[config.mk]
export PLATFORM = sky130hd
export DESIGN_NAME = bus_share_arbiter
export DESIGN_NICKNAME = d
export VERILOG_FILES = /design/src/rtl/arb_pkg.sv /design/src/rtl/arb_datapath.sv /design/src/rtl/arb_control.sv /design/src/rtl/bus_share_arbiter.sv
export SDC_FILE = /design/constraint.sdc
export NUM_CORES = 1
export LEC_CHECK = 0
export ABC_AREA = 1
export ABC_CLOCK_PERIOD_IN_PS = 1650
export BUFFER_PORTS_ARGS = -buffer_cell sky130_fd_sc_hd__buf_2
export CORE_AREA = 3 3 40 42
export DETAILED_ROUTE_END_ITERATION = 7
export DIE_AREA = 0 0 43 45
export PLACE_DENSITY = 0.47
export RECOVER_POWER = 25
export REMOVE_ABC_BUFFERS = 1
export SLEW_MARGIN = 20
export SYNTH_ARGS = -nofsm -noshare
export SYNTH_HDL_FRONTEND = slang
export SYNTH_SLANG_ARGS = --single-unit
export TNS_END_PERCENT = 50
[constraint.sdc]
create_clock -name clk -period 1.65 [get_ports clk]
set_input_delay 0.0825 -clock clk [delete_from_list [all_inputs] [get_ports clk]]
set_output_delay 0.0825 -clock clk [all_outputs]
set_load 0.05 [all_outputs]
[src/rtl/arb_pkg.sv]
package arb_pkg;

  typedef enum logic [1:0] {
    ST_CPU  = 2'd0,
    ST_EXT  = 2'd1,
    ST_BACK = 2'd2
  } arbState_t;

  typedef struct packed {
    logic grantExt;
    logic dropExt;
    logic grantCpu;
  } arbStrobe_t;

endpackage

[src/rtl/arb_datapath.sv]
module arb_datapath
  import arb_pkg::*;
#(
  parameter int SYNC_STAGES = 2
) (
  input  logic       clk,
  input  logic       rstN,
  input  logic       extReq,
  input  logic       cpuCycleEnd,
  input  logic       cpuSplitFirst,
  input  logic       cpuIntBusy,
  input  logic       cpuSleep,
  input  logic       cpuBusNeed,
  input  arbStrobe_t strobe,
  output logic       reqSync,
  output logic       releaseNow,
  output logic       extAck,
  output logic       cpuGrant,
  output logic       cpuStall
);

  localparam int LAST = SYNC_STAGES - 1;

  logic [SYNC_STAGES-1:0] syncChain;
  logic                   splitOpen;

  for (genvar i = 0; i < SYNC_STAGES; i++) begin : g_sync
    if (i == 0) begin : g_first
      always_ff @(posedge clk or negedge rstN) begin
        if (!rstN) syncChain[0] <= 1'b0;
        else       syncChain[0] <= extReq;
      end
    end else begin : g_next
      always_ff @(posedge clk or negedge rstN) begin
        if (!rstN) syncChain[i] <= 1'b0;
        else       syncChain[i] <= syncChain[i-1];
      end
    end
  end

  assign reqSync = syncChain[LAST];

  // A split word stays open from its first-byte end to the next cycle end.
  always_ff @(posedge clk or negedge rstN) begin
    if (!rstN)            splitOpen <= 1'b0;
    else if (cpuCycleEnd) splitOpen <= cpuSplitFirst;
  end

  always_comb begin
    if (cpuCycleEnd) releaseNow = !cpuSplitFirst;
    else             releaseNow = !splitOpen && (cpuIntBusy || cpuSleep);
  end

  always_ff @(posedge clk or negedge rstN) begin
    if (!rstN) begin
      extAck   <= 1'b0;
      cpuGrant <= 1'b1;
    end else begin
      if (strobe.grantExt) begin
        extAck   <= 1'b1;
        cpuGrant <= 1'b0;
      end
      if (strobe.dropExt)  extAck   <= 1'b0;
      if (strobe.grantCpu) cpuGrant <= 1'b1;
    end
  end

  assign cpuStall = cpuBusNeed && !cpuGrant;

  assert_grant_exclusive_R1: assert property (@(posedge clk) disable iff (!rstN)
    !(extAck && cpuGrant));

  assert_split_no_handover_R5: assert property (@(posedge clk) disable iff (!rstN)
    ((splitOpen && !cpuCycleEnd) || (cpuCycleEnd && cpuSplitFirst)) |=> !$rose(extAck));

  assert_handover_at_release_R4: assert property (@(posedge clk) disable iff (!rstN)
    $rose(extAck) |-> $past(releaseNow && reqSync));

  assert_ack_held_R8: assert property (@(posedge clk) disable iff (!rstN)
    (extAck && reqSync) |=> extAck);

  assert_ack_drop_R9: assert property (@(posedge clk) disable iff (!rstN)
    (extAck && !reqSync) |=> !extAck);

  assert_cpu_return_R9: assert property (@(posedge clk) disable iff (!rstN)
    $fell(extAck) |=> cpuGrant);

endmodule

[src/rtl/arb_control.sv]
module arb_control
  import arb_pkg::*;
(
  input  logic       clk,
  input  logic       rstN,
  input  logic       reqSync,
  input  logic       releaseNow,
  output arbStrobe_t strobe
);

  arbState_t state, stateNext;

  always_ff @(posedge clk or negedge rstN) begin
    if (!rstN) state <= ST_CPU;
    else       state <= stateNext;
  end

  always_comb begin
    stateNext = state;
    strobe    = '0;
    unique case (state)
      ST_CPU: if (reqSync && releaseNow) begin
        strobe.grantExt = 1'b1;
        stateNext       = ST_EXT;
      end
      ST_EXT: if (!reqSync) begin
        strobe.dropExt = 1'b1;
        stateNext      = ST_BACK;
      end
      ST_BACK: begin
        strobe.grantCpu = 1'b1;
        stateNext       = ST_CPU;
      end
      default: stateNext = ST_CPU;
    endcase
  end

  assert_strobe_single_R1: assert property (@(posedge clk) disable iff (!rstN)
    $onehot0(strobe));

  assert_back_is_brief_R9: assert property (@(posedge clk) disable iff (!rstN)
    (state == ST_BACK) |=> (state == ST_CPU));

endmodule

[src/rtl/bus_share_arbiter.sv]
module bus_share_arbiter
  import arb_pkg::*;
#(
  parameter int SYNC_STAGES = 2
) (
  input  logic clk,
  input  logic rstN,
  input  logic extReq,
  input  logic cpuCycleEnd,
  input  logic cpuSplitFirst,
  input  logic cpuIntBusy,
  input  logic cpuSleep,
  input  logic cpuBusNeed,
  output logic extAck,
  output logic cpuGrant,
  output logic cpuStall
);

  arbStrobe_t strobe;
  logic       reqSync;
  logic       releaseNow;

  arb_datapath #(.SYNC_STAGES(SYNC_STAGES)) u_datapath (
    .clk          (clk),
    .rstN         (rstN),
    .extReq       (extReq),
    .cpuCycleEnd  (cpuCycleEnd),
    .cpuSplitFirst(cpuSplitFirst),
    .cpuIntBusy   (cpuIntBusy),
    .cpuSleep     (cpuSleep),
    .cpuBusNeed   (cpuBusNeed),
    .strobe       (strobe),
    .reqSync      (reqSync),
    .releaseNow   (releaseNow),
    .extAck       (extAck),
    .cpuGrant     (cpuGrant),
    .cpuStall     (cpuStall)
  );

  arb_control u_control (
    .clk       (clk),
    .rstN      (rstN),
    .reqSync   (reqSync),
    .releaseNow(releaseNow),
    .strobe    (strobe)
  );

endmodule

==> reports/qor.csv <==
metric,value,unit
run_status,completed,
cts_tree,done,
wl,483,um
setup_viol,0,
hold-worst-slack,144,ps
clk_path_buf_depth,2,
synth_flop_cell,dfrtp_1,
hpwl,373,um
place.gp.congestion,0.578,
clk_pin_slew,50,ps
antenna_found_initial,0,
start_kind,flop,
cts.sinks,7,
tightest_slew,386,ps
cpMaxStageDelayCell,dfstp_2,
vias_per_cell,3.70,
std_cell_rows,13,
ir_worst_vdd,0.000547,V
fmax,892,MHz
clockRootBuffer,clkbuf_4,
initial_core_util,22.4,%
vias,233,
drc,0,
drive_gt1_share,37.5,%
finClkSkew,2.85,ps
ys_seq_area_share,61.3,%
first_global_vias,180,
place_ws,781,ps
rsz0062_at_grt,false,
htree_levels,1,
clock_latency,250,ps
synth_most_common_cell,nand2_1,
slowest_delay,530,ps
synth_cell_types,11,
post_cts_buffers,0,
crit_type,flop to output port,
io_pins,11,
fin_crit_sh,68.0,%
io_buffer_count,10,
grt_usage,5.55,%
grt_pass1_wl,724,um
cts_resized,0,
ant_nets,0,
drv_cap,0,
drt_first_pass_iters,3,
async_reset_ff_share,100,%
finalCriticalPeriod,1120,ps
synth_area_leaders,"dfrtp_1 52%, nand2_1 12%, inv_1 10%",
drtIter0Drc,11,
cp_top_family,flip-flops,
synth_top_cells_by_count,"9 x nand2_1, 8 x inv_1, 6 x dfrtp_1",
setup_ws,529,ps
wire_per_inst,7.67,um
syn_inst,32,
diodes,0,
grt_max_degree,8,
die_w,43,um
cp-end-kind,output port,
hold_viol,0,
cts_made_buffers,3,
hold_buffers,2,
syn_area,288,um^2
synth_edf_count,0,
critical_path_buf_inv_count,1,
finalMaxSlewViolations,0,
die_area,0.00194,mm^2
yosysWarnings,0,
coreArea,0.00128,mm^2
overflow,0,
worstPathCellList,buf_2,
yosysTopAreaCell,dfrtp_1,
slew_headroom,74.3,%
fin_setup_tns,0,ps
p_leak,0.230,nW
worstPathMaxFanout,3,
ys_ff_latch,7,
area_growth,40.0,%
critPathRequiredTime,1570,ps
syn_avg_cell_area,8.99,um^2
arrival,1040,ps
hold_class,primary input to flop,
p_per_area,1370,mW/mm^2
die_h,45,um
nets,57,
yosysTopAreaCellShare,52.2,%
placed cells by master, fill, tap and decap left out:
cell type and instances:
nor3_2 1, clkinv_2 1, dfrtp_1 6, nand3_1 1, buf_2 9, nand2_1 9
clkbuf_1 1, nor2_2 1, nor2_1 2, dlygate4sd3_1 2, dfstp_2 1, clkbuf_4 3
inv_2 1, inv_1 8, nand3_2 1, o21ai_0 1
flip-flops by register name (all words and copies together) (netlist names):
name,count
u_control.state,2
u_datapath.cpuGrant,1
u_datapath.extAck,1
u_datapath.reqSync,1
u_datapath.splitOpen,1
u_datapath.syncChain,1
report_power, final:
| group | switching, mW | total [mW] | internal, mW |
|---|---|---|---|
| combinational | 0.128 | 0.170 | 0.0428 |
| sequential | 0.0178 | 0.226 | 0.208 |
| clock | 0.0659 | 0.155 | 0.0886 |
| total | 0.211 | 0.551 | 0.340 |
tightest hold or removal path, delay by kind of cell:
| kind | cells | cell delay [ps] |
|---|---|---|
| simple gates | 2 | 110 |
| buf+inv | 3 | 160 |
per-layer routing:
metal / global-route usage [%] / up-vias / part of all wire (%)
met4: 1.81 / 0 / 0
met2: 6.89 / 15 / 41
met5: 0 / - / 0
met1: 5.96 / 94 / 41
met3: 6.37 / 0 / 17
li1: - / 124 / -
final timing paths:
check	start	end	slack, ps	cells after the start
max	u_datapath.cpuGrant$_DFFE_PN1P_	cpuGrant	530	1
max in group asynchronous	rstN	u_datapath.cpuGrant$_DFFE_PN1P_	1070	2
min reg2reg	u_datapath.syncChain[0]$_DFF_PN0_	u_datapath.reqSync$_DFF_PN0_	350	0
min	cpuSplitFirst	u_datapath.splitOpen$_DFFE_PN0P_	140	5
max reg2reg	u_control.state[1]$_DFFE_PN0P_	u_datapath.cpuGrant$_DFFE_PN1P_	780	6
min in group asynchronous	rstN	u_datapath.extAck$_DFFE_PN0P_	260	2
final cells by class:
cell class,count,area [um^2]
multi-input combinational,16,77.6
tap,15,18.8
clock buffer,3,22.5
fill,143,882
inverter,9,33.8
timing repair buffer,12,68.8
sequential,7,176
clock inverter,1,5.00
kinds of logic (layout without fill, tap and decap cells):
| logic type | Yosys count | in the layout | share of synthesized area, % |
|---|---|---|---|
| flip-flops | 7 | 7 | 61.3 |
| AO/OA/AOI/OAI | 1 | 1 | 1.74 |
| AND/OR/NAND/NOR | 15 | 15 | 25.2 |
| buffers and inverters | 9 | 25 | 11.7 |
stage by stage:
stage / std cells / area [um^2] / total power, mW / utilization [%]
3_5_place_dp: 57 / 357 / 0.399 / 27.8
5_1_grt: 63 / 403 / 0.589 / 31.4
2_1_floorplan: 32 / 288 / 0.356 / -
4_1_cts: 63 / 404 / 0.565 / 31.5
3_3_place_gp: 57 / 357 / 0.396 / 27.8
6_report: 63 / 403 / 0.551 / 31.4
No activity file was read; power rests on OpenSTA's default activity.
